===== config.mk =====
export PLATFORM = sky130hd
export DESIGN_NAME = offset_cal_seq
export DESIGN_NICKNAME = d
export VERILOG_FILES = /design/src/rtl/offcal_pkg.sv /design/src/rtl/cal_step_timer.sv /design/src/rtl/sar_register.sv /design/src/rtl/offset_cal_seq.sv
export SDC_FILE = /design/constraint.sdc
export NUM_CORES = 1
export LEC_CHECK = 0
export BUFFER_PORTS_ARGS = -buffer_cell sky130_fd_sc_hd__buf_2
export CAP_MARGIN = 20
export CORE_MARGIN = 2
export CORE_UTILIZATION = 45
export CTS_CLUSTER_SIZE = 12
export DETAILED_ROUTE_END_ITERATION = 7
export PLACE_DENSITY = 0.75
export REMOVE_ABC_BUFFERS = 1
export SKIP_LAST_GASP = 1
export SLEW_MARGIN = 10
export SYNTH_ARGS = -nofsm -noshare
export SYNTH_HDL_FRONTEND = slang
export SYNTH_HIERARCHICAL = 1
export SYNTH_SLANG_ARGS = --single-unit

===== constraint.sdc =====
create_clock -name clk -period 3 [get_ports clk]
set_input_delay 0.15 -clock clk [delete_from_list [all_inputs] [get_ports clk]]
set_output_delay 0.15 -clock clk [all_outputs]
set_load 0.1 [all_outputs]

===== src/rtl/offcal_pkg.sv =====
package offcal_pkg;
    typedef enum logic [1:0] {
        ST_IDLE,
        ST_SETTLE,
        ST_NULL,
        ST_DONE
    } cal_state_t;
endpackage


===== src/rtl/cal_step_timer.sv =====
module cal_step_timer #(
    parameter int CNT_W = 8
) (
    input  logic             clk,
    input  logic             rst_n,
    input  logic             load,
    input  logic [CNT_W-1:0] load_val,
    output logic             expired
);
    logic [CNT_W-1:0] cnt_q;

    always_ff @(posedge clk or negedge rst_n) begin
        if (!rst_n) begin
            cnt_q <= '0;
        end else if (load) begin
            cnt_q <= load_val;
        end else if (cnt_q != '0) begin
            cnt_q <= cnt_q - 1'b1;
        end
    end

    assign expired = (cnt_q == '0);
endmodule


===== src/rtl/sar_register.sv =====
module sar_register #(
    parameter int CODE_W = 8
) (
    input  logic              clk,
    input  logic              rst_n,
    input  logic              clear,
    input  logic              start,
    input  logic              step,
    input  logic              keep,
    output logic [CODE_W-1:0] code,
    output logic              last_bit
);
    localparam logic [CODE_W-1:0] MID = {1'b1, {(CODE_W-1){1'b0}}};

    logic [CODE_W-1:0] code_q;
    logic [CODE_W-1:0] mask_q;

    always_ff @(posedge clk or negedge rst_n) begin
        if (!rst_n) begin
            code_q <= MID;
            mask_q <= '0;
        end else if (clear) begin
            code_q <= MID;
            mask_q <= '0;
        end else if (start) begin
            code_q <= MID;
            mask_q <= MID;
        end else if (step) begin
            code_q <= (keep ? code_q : (code_q & ~mask_q)) | (mask_q >> 1);
            mask_q <= mask_q >> 1;
        end
    end

    assign code     = code_q;
    assign last_bit = mask_q[0];

    AST_STEP_ONE_TRIAL_BIT: assert property (@(posedge clk) disable iff (!rst_n)
        (step && !clear && !start) |=> $countones(mask_q) <= 1);
endmodule


===== src/rtl/offset_cal_seq.sv =====
module offset_cal_seq
    import offcal_pkg::*;
#(
    parameter int CODE_W     = 8,
    parameter int SETTLE_CYC = 125,
    parameter int STEP_CYC   = 78
) (
    input  logic              clk,
    input  logic              rst_n,
    input  logic              chip_en,
    input  logic              trig,
    input  logic              cmp_low,
    output logic              short_en,
    output logic [CODE_W-1:0] dac_code,
    output logic              code_valid,
    output logic              busy,
    output logic              done
);
    localparam int MAXV  = (SETTLE_CYC > STEP_CYC) ? SETTLE_CYC : STEP_CYC;
    localparam int CNT_W = $clog2(MAXV + 1);
    localparam logic [CNT_W-1:0]  SETTLE_LD = CNT_W'(SETTLE_CYC - 1);
    localparam logic [CNT_W-1:0]  STEP_LD   = CNT_W'(STEP_CYC - 1);
    localparam logic [CODE_W-1:0] MID       = {1'b1, {(CODE_W-1){1'b0}}};

    cal_state_t state_q, state_d;
    logic             t_load, t_expired;
    logic [CNT_W-1:0] t_val;
    logic             s_clear, s_start, s_step, s_last;
    logic             valid_q;

    // state register
    always_ff @(posedge clk or negedge rst_n) begin
        if (!rst_n) state_q <= ST_IDLE;
        else        state_q <= state_d;
    end

    // transitions and control strobes
    always_comb begin
        state_d = state_q;
        t_load  = 1'b0;
        t_val   = STEP_LD;
        s_start = 1'b0;
        s_step  = 1'b0;
        s_clear = !chip_en;
        if (!chip_en) begin
            state_d = ST_IDLE;
        end else begin
            unique case (state_q)
                ST_IDLE: if (trig) begin
                    state_d = ST_SETTLE;
                    t_load  = 1'b1;
                    t_val   = SETTLE_LD;
                end
                ST_SETTLE: if (t_expired) begin
                    state_d = ST_NULL;
                    t_load  = 1'b1;
                    s_start = 1'b1;
                end
                ST_NULL: if (t_expired) begin
                    s_step = 1'b1;
                    if (s_last) state_d = ST_DONE;
                    else        t_load  = 1'b1;
                end
                ST_DONE: state_d = ST_IDLE;
            endcase
        end
    end

    // outputs from state
    always_comb begin
        short_en = 1'b0;
        busy     = 1'b0;
        done     = 1'b0;
        unique case (state_q)
            ST_IDLE:   ;
            ST_SETTLE: busy = 1'b1;
            ST_NULL: begin
                busy     = 1'b1;
                short_en = 1'b1;
            end
            ST_DONE: begin
                busy = 1'b1;
                done = 1'b1;
            end
        endcase
    end

    always_ff @(posedge clk or negedge rst_n) begin
        if (!rst_n)                  valid_q <= 1'b0;
        else if (!chip_en)           valid_q <= 1'b0;
        else if (s_start)            valid_q <= 1'b0;
        else if (state_q == ST_DONE) valid_q <= 1'b1;
    end
    assign code_valid = valid_q;

    cal_step_timer #(.CNT_W(CNT_W)) u_timer (
        .clk      (clk),
        .rst_n    (rst_n),
        .load     (t_load),
        .load_val (t_val),
        .expired  (t_expired)
    );

    sar_register #(.CODE_W(CODE_W)) u_sar (
        .clk      (clk),
        .rst_n    (rst_n),
        .clear    (s_clear),
        .start    (s_start),
        .step     (s_step),
        .keep     (cmp_low),
        .code     (dac_code),
        .last_bit (s_last)
    );

    AST_SHORT_WITHIN_BUSY: assert property (@(posedge clk) disable iff (!rst_n)
        short_en |-> busy);
    AST_DONE_SINGLE: assert property (@(posedge clk) disable iff (!rst_n)
        done |=> !done);
    AST_DONE_ENDS_BUSY: assert property (@(posedge clk) disable iff (!rst_n)
        done |=> !busy);
    AST_DONE_NO_SHORT: assert property (@(posedge clk) disable iff (!rst_n)
        done |-> !short_en);
    AST_DONE_SETS_VALID: assert property (@(posedge clk) disable iff (!rst_n)
        (done && chip_en) |=> code_valid);
    AST_STANDBY_CLEARS: assert property (@(posedge clk) disable iff (!rst_n)
        !chip_en |=> (!busy && !code_valid && dac_code == MID));
    AST_IDLE_CODE_HOLD: assert property (@(posedge clk) disable iff (!rst_n)
        (!busy && !$past(busy) && chip_en && $past(chip_en)) |-> $stable(dac_code));
    AST_SETTLE_NO_SHORT: assert property (@(posedge clk) disable iff (!rst_n)
        (state_q == ST_IDLE && chip_en && trig) |=> !short_en);
endmodule


Word level (Yosys, flattened, before mapping)

Cells that the tools add are included.

Register bits: 26
Logic and storage cells: 58

Bitwise gates (word level): 3
Eq/ne operators: 9
$add $sub $neg: 1
Muxes and demuxes: 34
Reductions and logical operators: 6

Operator list:

| cell                | number |
|---|---|
| $mux 8              | 7 |
| $mux 6              | 3 |
| $mux 1              | 15 |
| $mux 7              | 2 |
| $mux 2              | 5 |
| $ne 3x3->1 const B  | 3 |
| $and 8x8->8         | 1 |
| $not 8->8           | 1 |
| $or 8x7->8          | 1 |
| $pmux 2 s4          | 1 |
| $logic_not 7->1     | 1 |
| $reduce_bool 7->1   | 1 |
| $sub 7x1->7 const B | 1 |
| $ne 3x1->1 const B  | 2 |
| $eq 2x2->1 const B  | 2 |
| $reduce_and 4->1    | 1 |
| $ne 3x2->1 const B  | 1 |
| $pmux 1 s3          | 1 |
| $reduce_or 3->1     | 1 |
| $eq 2x1->1 const B  | 1 |
| $logic_not 2->1     | 1 |
| $reduce_bool 2->1   | 1 |

Logic depth before layout (Yosys ltp)

Gate-level depths: netlist of the first run.

Depth in word-level cells: 7
Gate-level depth with buffers: 9
Mapped depth without buffers: 8

Hierarchy

Netlist of the first run, hierarchy kept.

Modules (own cells, without submodules):

| module         | cells each | area an instance (µm²) | sequential area each (µm²) | times used |
|---|---|---|---|---|
| sar_register   | 63         | 700.7                  | 401.6                      | 1 |
| cal_step_timer | 43         | 434.2                  | 175.2                      | 1 |
| offset_cal_seq | 34         | 296.5                  | 75.1                       | 1 |

Worst setup path before layout of the first run

OpenSTA, ideal clock, no wires.

Path type: register to register
Start: reg state_q[0]
End: reg u_timer.cnt_q[5]
Slack: 382 ps
Path buffers: 1
Arrival: 2541 ps
Stages on the path, launching flop included: 9
Library setup time: 77 ps
Period minus slack after synthesis: 2618 ps
Cell sequence: dfrtp_1 inv_1 ha_1 nor2b_1 o21ai_0 a211oi_1 clkbuf_1 a41oi_1 a21oi_1

Word-level cells in the longest chain between the ends: 4
Elaborated cells on any way between the ends: 9
Classes of those cells: eq/ne (2); mux (5); reduce/logical (2)

RTL lines:

| item                                        | RTL line             | RTL |
|---|---|---|
| from (decl)                                 | offset_cal_seq.sv:25 | `cal_state_t state_q, state_d;` |
| from (signal assigned)                      | offset_cal_seq.sv:34 | `else state_q <= state_d;` |
| $eq 2x2->1 (tied with other cells)          | offset_cal_seq.sv:48 | `unique case (state_q)` |
| $pmux 1 s3 (*)                              | offset_cal_seq.sv:48 |  |
| $mux 1 (*)                                  | offset_cal_seq.sv:45 | `if (!chip_en) begin` |
| net t_load                                  | offset_cal_seq.sv:26 | `logic t_load, t_expired;` |
| $mux 7 or $reduce_bool 2->1 (tied branches) | -                    |  |
| to (signal assigned)                        | cal_step_timer.sv:16 | `cnt_q <= load_val;` |
| to (signal assigned)                        | cal_step_timer.sv:18 | `cnt_q <= cnt_q - 1'b1;` |
| to (decl)                                   | cal_step_timer.sv:10 | `logic [CNT_W-1:0] cnt_q;` |

Mark *: on every way through the listed nets, which the timed path passes. The rest lies on a longest branch.
A chain may end at the register's enable or synchronous reset.

Worst setup path in the final report of the first run

Start: reg u_timer.cnt_q[3]
End: reg u_sar.code_q[6] (netlist: u_sar/code[6])

Elaborated cells on any way between the ends: 9
Classes of those cells: eq/ne (1); mux (7); reduce/logical (1)

RTL lines:

| item                        | RTL line             | RTL |
|---|---|---|
| $logic_not 7->1             | cal_step_timer.sv:22 | `assign expired = (cnt_q == '0);` |
| net t_expired               | offset_cal_seq.sv:26 |  |
| $mux 1                      | offset_cal_seq.sv:59 | `ST_NULL: if (t_expired) begin` |
| $mux 1                      | offset_cal_seq.sv:48 |  |
| $mux 1                      | offset_cal_seq.sv:45 |  |
| net s_step                  | offset_cal_seq.sv:28 | `logic s_clear, s_start, s_step, s_last;` |
| $ne 3x1->1 (no source line) | -                    |  |
| to (signal assigned)        | sar_register.sv:29   | `code_q <= (keep ? code_q : (code_q & ~mask_q)) \| (mask_q >> 1);` |
| to (decl)                   | sar_register.sv:15   | `logic [CODE_W-1:0] code_q;` |

The timed path passes the listed nets, and every way through them passes these cells.

==> flow_summary.toml, run 1 <==
[critical_path]
endpoint = "u_sar/code[6]$_DFFE_PN0P_"
timing_worst_setup_path_type = "register to register"
cp_max_fo = 8
arrival_ns = 2.51
rr_startpoint = "u_timer/cnt_q[3]$_DFFE_PN0P_"
crit_required_ns = 3.19
worstSetupStartpoint = "u_timer/cnt_q[3]$_DFFE_PN0P_"
start_kind = "register"
rr_worst_depth = 6
reg2reg_to = "u_sar/code[6]$_DFFE_PN0P_"
end_kind = "register"
regToRegSetupSlack_ns = 0.69

[pwr]
p_leak_uw = 0.0007118
p_switching_uw = 526.5
finalPower_uw = 1277
ir_worst_vdd_uv = 721.7
power.density_mw_per_mm2 = 791.3
swShare_pct = 41.22
p_comb_share_pct = 42.9
p_clk_share_pct = 19.0
seq_power_share_pct = 38.0
p_int_uw = 750.8

[logic_synthesis]
synth_top_area_cell = "dfrtp_1"
synthTopCellsByCount = "dfrtp_1 (25), a21oi_1 (18), nand2_1 (14)"
yosys_warnings = 6
synth_top_flop_cell = "dfrtp_1"
synth_top_area_share_pct = 43.71
synth_cells = 140
ys_types = 41
syn_area_sq_mm = 0.001431
synth_edf_count = 0
seq_area_frac_synth_pct = 45.54
syn_avg_cell_area_sq_um = 10.22
postSynth.asyncResetShare_pct = 100.0
yosys-top-cells-area = "dfrtp_1 (44%), a21oi_1 (6.3%), ha_1 (6.1%)"
yosys.cell_count.top_type = "dfrtp_1"
ys_ff_latch = 26

[sta]
tns_ns = 0
fmax_mhz = 432.6
slew_headroom_pct = 61.33
min_period_ns = 2.312
min_period_over_period_pct = 77.05
setup_violations = 0
finalHoldViolations = 0
drv_slew = 0
rsz0062_at_grt = "no"
skew_ns = 0.008018
worst_slew_pin_slew_ns = 0.5800

[placed_design]
io_buffers = 16
place_congestion = 0.8469
detailed_place_hpwl_mm = 1.995
place_area_sq_mm = 0.001551

[layout]
utilization_pct = 53.31
final_area_sq_mm = 0.001614
diodes = 0
area_growth_pct = 12.76
drive_gt1_share_pct = 22.50
fin_nets = 173

[route]
drtIter0Drc = 21
num_vias = 1093
drc = 0
drtPass1Iterations = 4
detail_route.wl_per_cell_microns = 12.99
postRouteAntennaNets = 0
viasPerCell = 5.358
drt-total-wl_mm = 2.649

[run]
drv_cap = 0

[global_routing]
track_usage_pct = 17.09
antenna_found_initial = 0
grt_start_max_net_pins = 27
grt_pass1_vias = 986
grt_pass1_wl_mm = 4.636
globalRoute.totalOverflow = 0

[cts]
numClockSinks = 26
worstSkewPairLatency_ns = 0.33
cts.path.max_buffers = 2
cts_setup_buffers = 0
clkTransAtPathRegs_ns = 0.15
cts_tree = "yes"
cts_root_buf = "clkbuf_4"
cts_resized = 0
cts.htree.levels = 1
cts_made_buffers = 3

[worst_hold_path]
holdCritStartpoint = "chip_en"
holdCritPathClass = "input port to register"

[floorplan]
die-area_sq_mm = 0.003648
die_h_microns = 60.40
io_pins = 17
rows = 20
die_w_microns = 60.40
coreArea_sq_mm = 0.003028
initial_utilization_pct = 47.27

[outcome]
status = "completed"
worst max-delay path, stage by stage (launching register included):
cell and delay, ns:
dfrtp_1 0.46, or4_4 0.58, nor2_1 0.13, buf_4 0.16, and3_2 0.18, nor2b_1 0.48, a311oi_1 0.20
final cells by class:
cell class / count / area (sq um)
multi-input cells: 100 / 704.4
fillers: 271 / 1414
inverters: 10 / 37.54
clock buffers: 3 / 22.52
flip-flops and latches: 26 / 651.9
clock inverters: 1 / 30.03
repair buffers: 20 / 112.6
well taps: 44 / 55.05
how the worst min path moves through the flow:
stage                                         endpoint  cells after the start
after floorplan                 code_valid$_DFFE_PN0P_                      0
after global placement          code_valid$_DFFE_PN0P_                      1
after detailed placement  u_timer/cnt_q[6]$_DFFE_PN0P_                      1
after CTS                  u_sar/mask_q[7]$_DFFE_PN0P_                      3
after global routing       u_sar/mask_q[7]$_DFFE_PN0P_                      3
final                      u_sar/mask_q[7]$_DFFE_PN0P_                      3
repair_timing:
item	CTS	global route
setup endpoints to repair	0	0
hold buffers	1	0
endpoints found under the hold margin	25	0
registers in the layout, indices dropped and copies added, names as in the netlist:
| name | count |
|---|---|
| code_valid | 1 |
| u_sar/mask_q | 8 |
| state_q | 2 |
| u_sar/code | 8 |
| u_timer/cnt_q | 7 |
power groups by stage:
stage	sequential, uW	clock, uW	combinational, uW
floorplan	485	0	449
global placement	485	0	538
detailed placement	492	0	551
CTS	485	247	554
global route	497	262	609
finish	486	243	548
through the flow:
step,instances,setup slack [ns],hold WS [ns]
after floorplan,136,0.09915,-0.1456
after global placement,199,0.7746,0.1749
after detailed placement,199,0.6976,0.1839
after CTS,204,0.6955,0.1033
after global routing,204,0.5582,0.1170
final,204,0.6884,0.1105
cell families (layout without fill, tap and decap cells):
logic type | Yosys count | after routing | synth area share (%)
AOI/OAI and AO/OA | 45 | 45 | 22.99
xor gates and xnor gates | 2 | 2 | 1.224
adders and majority gates | 7 | 7 | 6.119
buffers and inverters | 16 | 34 | 5.769
DFF | 26 | 26 | 45.54
muxes | 2 | 2 | 1.399
other | 2 | 4 | 0.5247
and+or+nand+nor | 40 | 40 | 16.43
placed cells by master (no fill, tap or decap), types with 2 or more instances in the layout:
cell      netlist  routed
dfrtp_1        25      25
a21oi_1        18      18
buf_2           3      16
nand2_1        14      14
nand2b_1       10      10
inv_1           8       8
ha_1            7       7
o21ai_0         5       5
a311oi_1        5       5
nor2b_1         4       4
o31ai_1         4       4
conb_1          2       4
clkbuf_4        0       3
buf_4           0       3
inv_2           2       2
nor2_1          2       2
and3_2          2       2
mux2i_1         2       2
a311oi_2        2       2
xnor2_1         2       2
routing by layer:
layer  track usage (%)  routed length [microns]
met5                 0                        0
met2             26.40                     1216
met1             23.80                     1313
met4             7.619                       48
met3             2.772                       71
No activity file was read; power rests on OpenSTA's default activity.
==> run 2: changes to the inputs <==
clock period = 2.3 ns   (was 3 ns; I/O delays follow)
==> run 2 against run 1 <==
Compared with the run above: flip-flop and latch count unchanged; register-to-register slack got worse by 0.53 ns; count of clock-buffer cells in the layout unchanged; maximum frequency increased by 7.7%; clock power increased by 30%; clock skew decreased by 0.0055 ns; total power increased by 36%; worst hold slack got worse by 0.020 ns; utilization increased by 2.6 points; die area unchanged; largest cell class unchanged.
==> flow_summary.toml, run 2 (same netlist as run 1, synthesis figures left out) <==
[route]
drc = 0
viasPerCell = 5.178
num_vias = 1108
detail_route.wl_per_cell_microns = 12.64
postRouteAntennaNets = 0
drtPass1Iterations = 4
drt-total-wl_mm = 2.704
drtIter0Drc = 21

[global_routing]
grt_start_max_net_pins = 27
globalRoute.totalOverflow = 0
grt_pass1_wl_mm = 4.657
antenna_found_initial = 0
track_usage_pct = 16.76
grt_pass1_vias = 1043

[pwr]
p_leak_uw = 0.0007634
ir_worst_vdd_uv = 1078
power.density_mw_per_mm2 = 1026

[critical_path]
start_kind = "register"
slowest_stage = "or4_4"
crit_chain = "or4_4 -> nor2_2 -> o21ai_0 -> a211oi_1 -> buf_4 -> a31oi_1 -> a22o_1"
cp_max_fo = 11
arrival_ns = 2.37
end_kind = "register"
max_stage_delay_ns = 0.57
timing_worst_setup_path_type = "register to register"
crit_required_ns = 2.53

[placed_design]
place_area_sq_mm = 0.001589
dp.cells = 204
pre_cts_slack_ns = 0.06704
detailed_place_hpwl_mm = 1.995
io_buffers = 16
place_congestion = 0.8024

[layout]
instances_no_fill = 214
multi_input_area_sq_um = 706.9
regArea_sq_um = 651.9
final_area_sq_mm = 0.001692
utilization_pct = 55.87
fin_nets = 183
diodes = 0
fillers = 274
final_cell_mix = "dfrtp_1 (25), a21oi_1 (18), buf_2 (16), nand2_1 (14), buf_4 (13)"
layout_commonest_cell = "dfrtp_1"
drive_gt1_share_pct = 27.65
area_growth_pct = 18.18

[sta]
skew_ns = 0.002511
min_period_ns = 2.147
slew_headroom_pct = 60.96
fmax_mhz = 465.9
rsz0062_at_grt = "no"
tns_ns = 0
worst_slew_pin_slew_ns = 0.5857
setup_violations = 0
min_period_over_period_pct = 93.33
drv_slew = 0
finalHoldViolations = 0
timing.final.ws_setup_ns = 0.1535

[floorplan]
coreArea_sq_mm = 0.003028
die_w_microns = 60.40
rows = 20
io_pins = 17
die-area_sq_mm = 0.003648
initial_utilization_pct = 47.27
die_h_microns = 60.40

[cts]
numClockSinks = 26
cts_made_buffers = 3
cts.path.max_buffers = 2
worstSkewPairLatency_ns = 0.31
clkTransAtPathRegs_ns = 0.15
cts.htree.levels = 1
cts_root_buf = "clkbuf_4"
cts_tree = "yes"

[outcome]
status = "completed"

[run]
drv_cap = 0

[worst_hold_path]
holdCritPathClass = "input port to register"
## run 2: cell types whose count changed in the layout (fill, tap and decap cells not counted), sizes merged
cell,change
buf,+10
## run 2: per-stage QoR
| step | hold WS [ns] | power, uW |
|---|---|---|
| final | 0.09011 | 1735 |
| after global routing | 0.08702 | 1854 |
| after CTS | 0.08093 | 1701 |
| after detailed placement | 0.1476 | 1383 |
| after global placement | 0.1412 | 1355 |
| after floorplan | -0.1806 | 1218 |
## run 2: final timing paths
path | startpoint | to | cells after the start | slack (ns)
min | chip_en | u_sar/mask_q[7]$_DFFE_PN0P_ | 3 | 0.09
max in group asynchronous | rst_n | u_sar/mask_q[7]$_DFFE_PN0P_ | 2 | 1.61
min reg2reg | u_sar/mask_q[4]$_DFFE_PN0P_ | u_sar/code[4]$_DFFE_PN0P_ | 1 | 0.52
min in group asynchronous | rst_n | u_timer/cnt_q[6]$_DFFE_PN0P_ | 2 | 0.31
max reg2reg | u_timer/cnt_q[4]$_DFFE_PN0P_ | u_timer/cnt_q[1]$_DFFE_PN0P_ | 7 | 0.15
max | u_timer/cnt_q[4]$_DFFE_PN0P_ | u_timer/cnt_q[1]$_DFFE_PN0P_ | 7 | 0.15
## run 2: metal layers
metal	vias to the layer above	track usage, %	part of all wire [%]
met5	-	0	0
li1	554	-	-
met3	4	1.919	3.2
met4	0	3.810	0.85
met1	530	23.71	48
met2	20	27.80	48
## run 2: critical path: cells and delay by family, from the launching register on
family / cells / cell delay, ns
compound gates: 4 / 0.64
buf+inv: 1 / 0.21
flops: 1 / 0.45
simple gates: 2 / 0.75
## run 2: cell type report
cell class | count | area share [%]
flip-flops and latches | 26 | 38.54
inverters | 10 | 2.219
clock inverters | 1 | 1.775
repair buffers | 30 | 11.09
multi-input cells | 100 | 41.79
well taps | 44 | 3.254
clock buffers | 3 | 1.331
## run 2: repair_timing
action,in CTS,in global routing
setup buffers,0,5
hold endpoints to repair,25,0
hold buffers,1,0
setup endpoints to repair,0,9
resized for setup,0,1
## run 2: power by group
group          switching [uW]  internal (uW)
sequential               74.4            538
clock                     141            176
combinational             490            316
total                     705           1030
==> run 3: changes to the inputs <==
GPL_TIMING_DRIVEN = 0   (was default)
==> run 3 against run 2 <==
Compared with the run above: routed wire length rose by 1.8%; design area is 1.9% lower; utilization shrank 1.1 points; sequential share of layout area increased by 0.83 points; via count down 3.0%; setup slack got worse by 0.078 ns; critical path type unchanged; combinational power down 3.7%; die area unchanged.
==> flow_summary.toml, run 3 (same netlist as run 1, synthesis figures left out) <==
[outcome]
status = "completed"

[critical_path]
arrival_ns = 2.41
rr_startpoint = "u_timer/cnt_q[3]$_DFFE_PN0P_"
regToRegSetupSlack_ns = 0.08
rr_worst_depth = 7
end_kind = "register"
start_kind = "register"
reg2reg_to = "u_timer/cnt_q[5]$_DFFE_PN0P_"
cp_max_fo = 13
timing_worst_setup_path_type = "register to register"
crit_required_ns = 2.49

[cts]
cts_tree = "yes"
clkTransAtPathRegs_ns = 0.15
cts_root_buf = "clkbuf_4"
numClockSinks = 26
cts_made_buffers = 3
worstSkewPairLatency_ns = 0.32
cts.path.max_buffers = 2
cts.htree.levels = 1

[floorplan]
die_h_microns = 60.40
initial_utilization_pct = 47.27
die_w_microns = 60.40
die-area_sq_mm = 0.003648
coreArea_sq_mm = 0.003028
rows = 20
io_pins = 17

[layout]
area_growth_pct = 15.91
fillers = 269
drive_gt1_share_pct = 25.00
instances_no_fill = 204
regArea_sq_um = 653.1
final_cell_mix = "dfrtp_1 (24), a21oi_1 (18), buf_2 (16), nand2_1 (14), nand2b_1 (10)"
multi_input_area_sq_um = 735.7
fin_nets = 173
diodes = 0
layout_commonest_cell = "dfrtp_1"

[pwr]
finalPower_uw = 1719
ir_worst_vdd_uv = 1061
p_clk_share_pct = 17.9
p_int_uw = 1005
p_switching_uw = 714.1
power.density_mw_per_mm2 = 1036
p_leak_uw = 0.0007139
p_comb_share_pct = 45.1
seq_power_share_pct = 36.9
swShare_pct = 41.53

[worst_hold_path]
holdCritStartpoint = "chip_en"
min_path_cells = 3
whs_endpoint = "state_q[1]$_DFFE_PN0P_"
holdCritPathClass = "input port to register"

[sta]
skew_ns = 0.01111
worst_slew_pin_slew_ns = 0.5706
finalHoldViolations = 0
min_period_ns = 2.224
setup_violations = 0
drv_slew = 0
slew_headroom_pct = 61.96
min_period_over_period_pct = 96.71
fmax_mhz = 449.6

[run]
drv_cap = 0

[global_routing]
grt_pass1_wl_mm = 4.747
grt_start_max_net_pins = 27
track_usage_pct = 17.19
grt_pass1_vias = 1110
antenna_found_initial = 0
globalRoute.totalOverflow = 0

[route]
drt-total-wl_mm = 2.752
viasPerCell = 5.270
num_vias = 1075
postRouteAntennaNets = 0
drtIter0Drc = 48
drtPass1Iterations = 4
detail_route.wl_per_cell_microns = 13.49
drc = 0

[placed_design]
io_buffers = 16
place_congestion = 0.8272
dp.cells = 196
detailed_place_hpwl_mm = 1.842
==> run 3: repair_timing <==
item	4_1_cts	5_1_grt
hold buffers	1	0
hold endpoints to repair	25	0
gates resized for setup	6	1
setup buffers	2	1
setup endpoints to repair	23	9
pin swaps	1	2
==> run 3: worst max-delay path, stage by stage, from the launching register on <==
cell and delay (ns):
dfrtp_2 0.46, or4_4 0.59, nor2_4 0.19, o21ai_0 0.18
a211oi_4 0.27, buf_12 0.17, nor2b_1 0.17, a21oi_1 0.07
==> run 3: power by group through the flow <==
stage | Sequential [uW] | Clock (uW) | Combinational (uW)
floorplan | 633 | 0 | 585
finish | 635 | 308 | 776
detailed placement | 634 | 0 | 718
CTS | 631 | 313 | 764
global placement | 630 | 0 | 686
global route | 648 | 332 | 855
==> run 3: worst max path at each step <==
stage / to / slack [ns] / cells past startpoint / start
2_1_floorplan: u_timer/cnt_q[3]$_DFFE_PN0P_ / -0.60 / 7 / state_q[0]$_DFFE_PN0P_
3_3_place_gp: u_timer/cnt_q[3]$_DFFE_PN0P_ / -0.85 / 6 / u_timer/cnt_q[3]$_DFFE_PN0P_
3_5_place_dp: u_timer/cnt_q[1]$_DFFE_PN0P_ / -0.54 / 6 / u_timer/cnt_q[3]$_DFFE_PN0P_
4_1_cts: u_timer/cnt_q[1]$_DFFE_PN0P_ / 0.03 / 7 / u_timer/cnt_q[3]$_DFFE_PN0P_
5_1_grt: u_timer/cnt_q[5]$_DFFE_PN0P_ / -0.006 / 7 / u_timer/cnt_q[3]$_DFFE_PN0P_
6_report: u_timer/cnt_q[5]$_DFFE_PN0P_ / 0.08 / 7 / u_timer/cnt_q[3]$_DFFE_PN0P_
==> run 3: final cells by class <==
class | count | share of cell area (%)
clock inverter | 1 | 1.810
multi-input combinational | 100 | 44.34
clock buffer | 3 | 1.357
timing repair buffer | 20 | 7.541
inverter | 10 | 2.262
tap | 44 | 3.318
sequential | 26 | 39.37
==> run 3: metal layers <==
metal,GRT usage (%),up-vias,part of all wire [%]
met1,21.64,517,46
li1,-,536,-
met2,28.73,16,49
met3,2.985,6,2.5
met5,0,-,0
met4,8.254,0,2.4
==> run 3: per-stage QoR <==
| stage | TNS [ns] | hold WS [ns] | setup slack [ns] | cell area (sq um) | utilization [%] |
|---|---|---|---|---|---|
| after global routing | -0.005692 | 0.1162 | -0.005692 | 1659 | 54.79 |
| after global placement | -9.963 | 0.1476 | -0.8545 | 1529 | 50.50 |
| after detailed placement | -7.754 | 0.1509 | -0.5382 | 1534 | 50.66 |
| after CTS | 0 | 0.08753 | 0.02790 | 1650 | 54.50 |
| final | 0 | 0.08816 | 0.07570 | 1659 | 54.79 |
| after floorplan | -5.273 | -0.1806 | -0.6009 | 1394 | - |
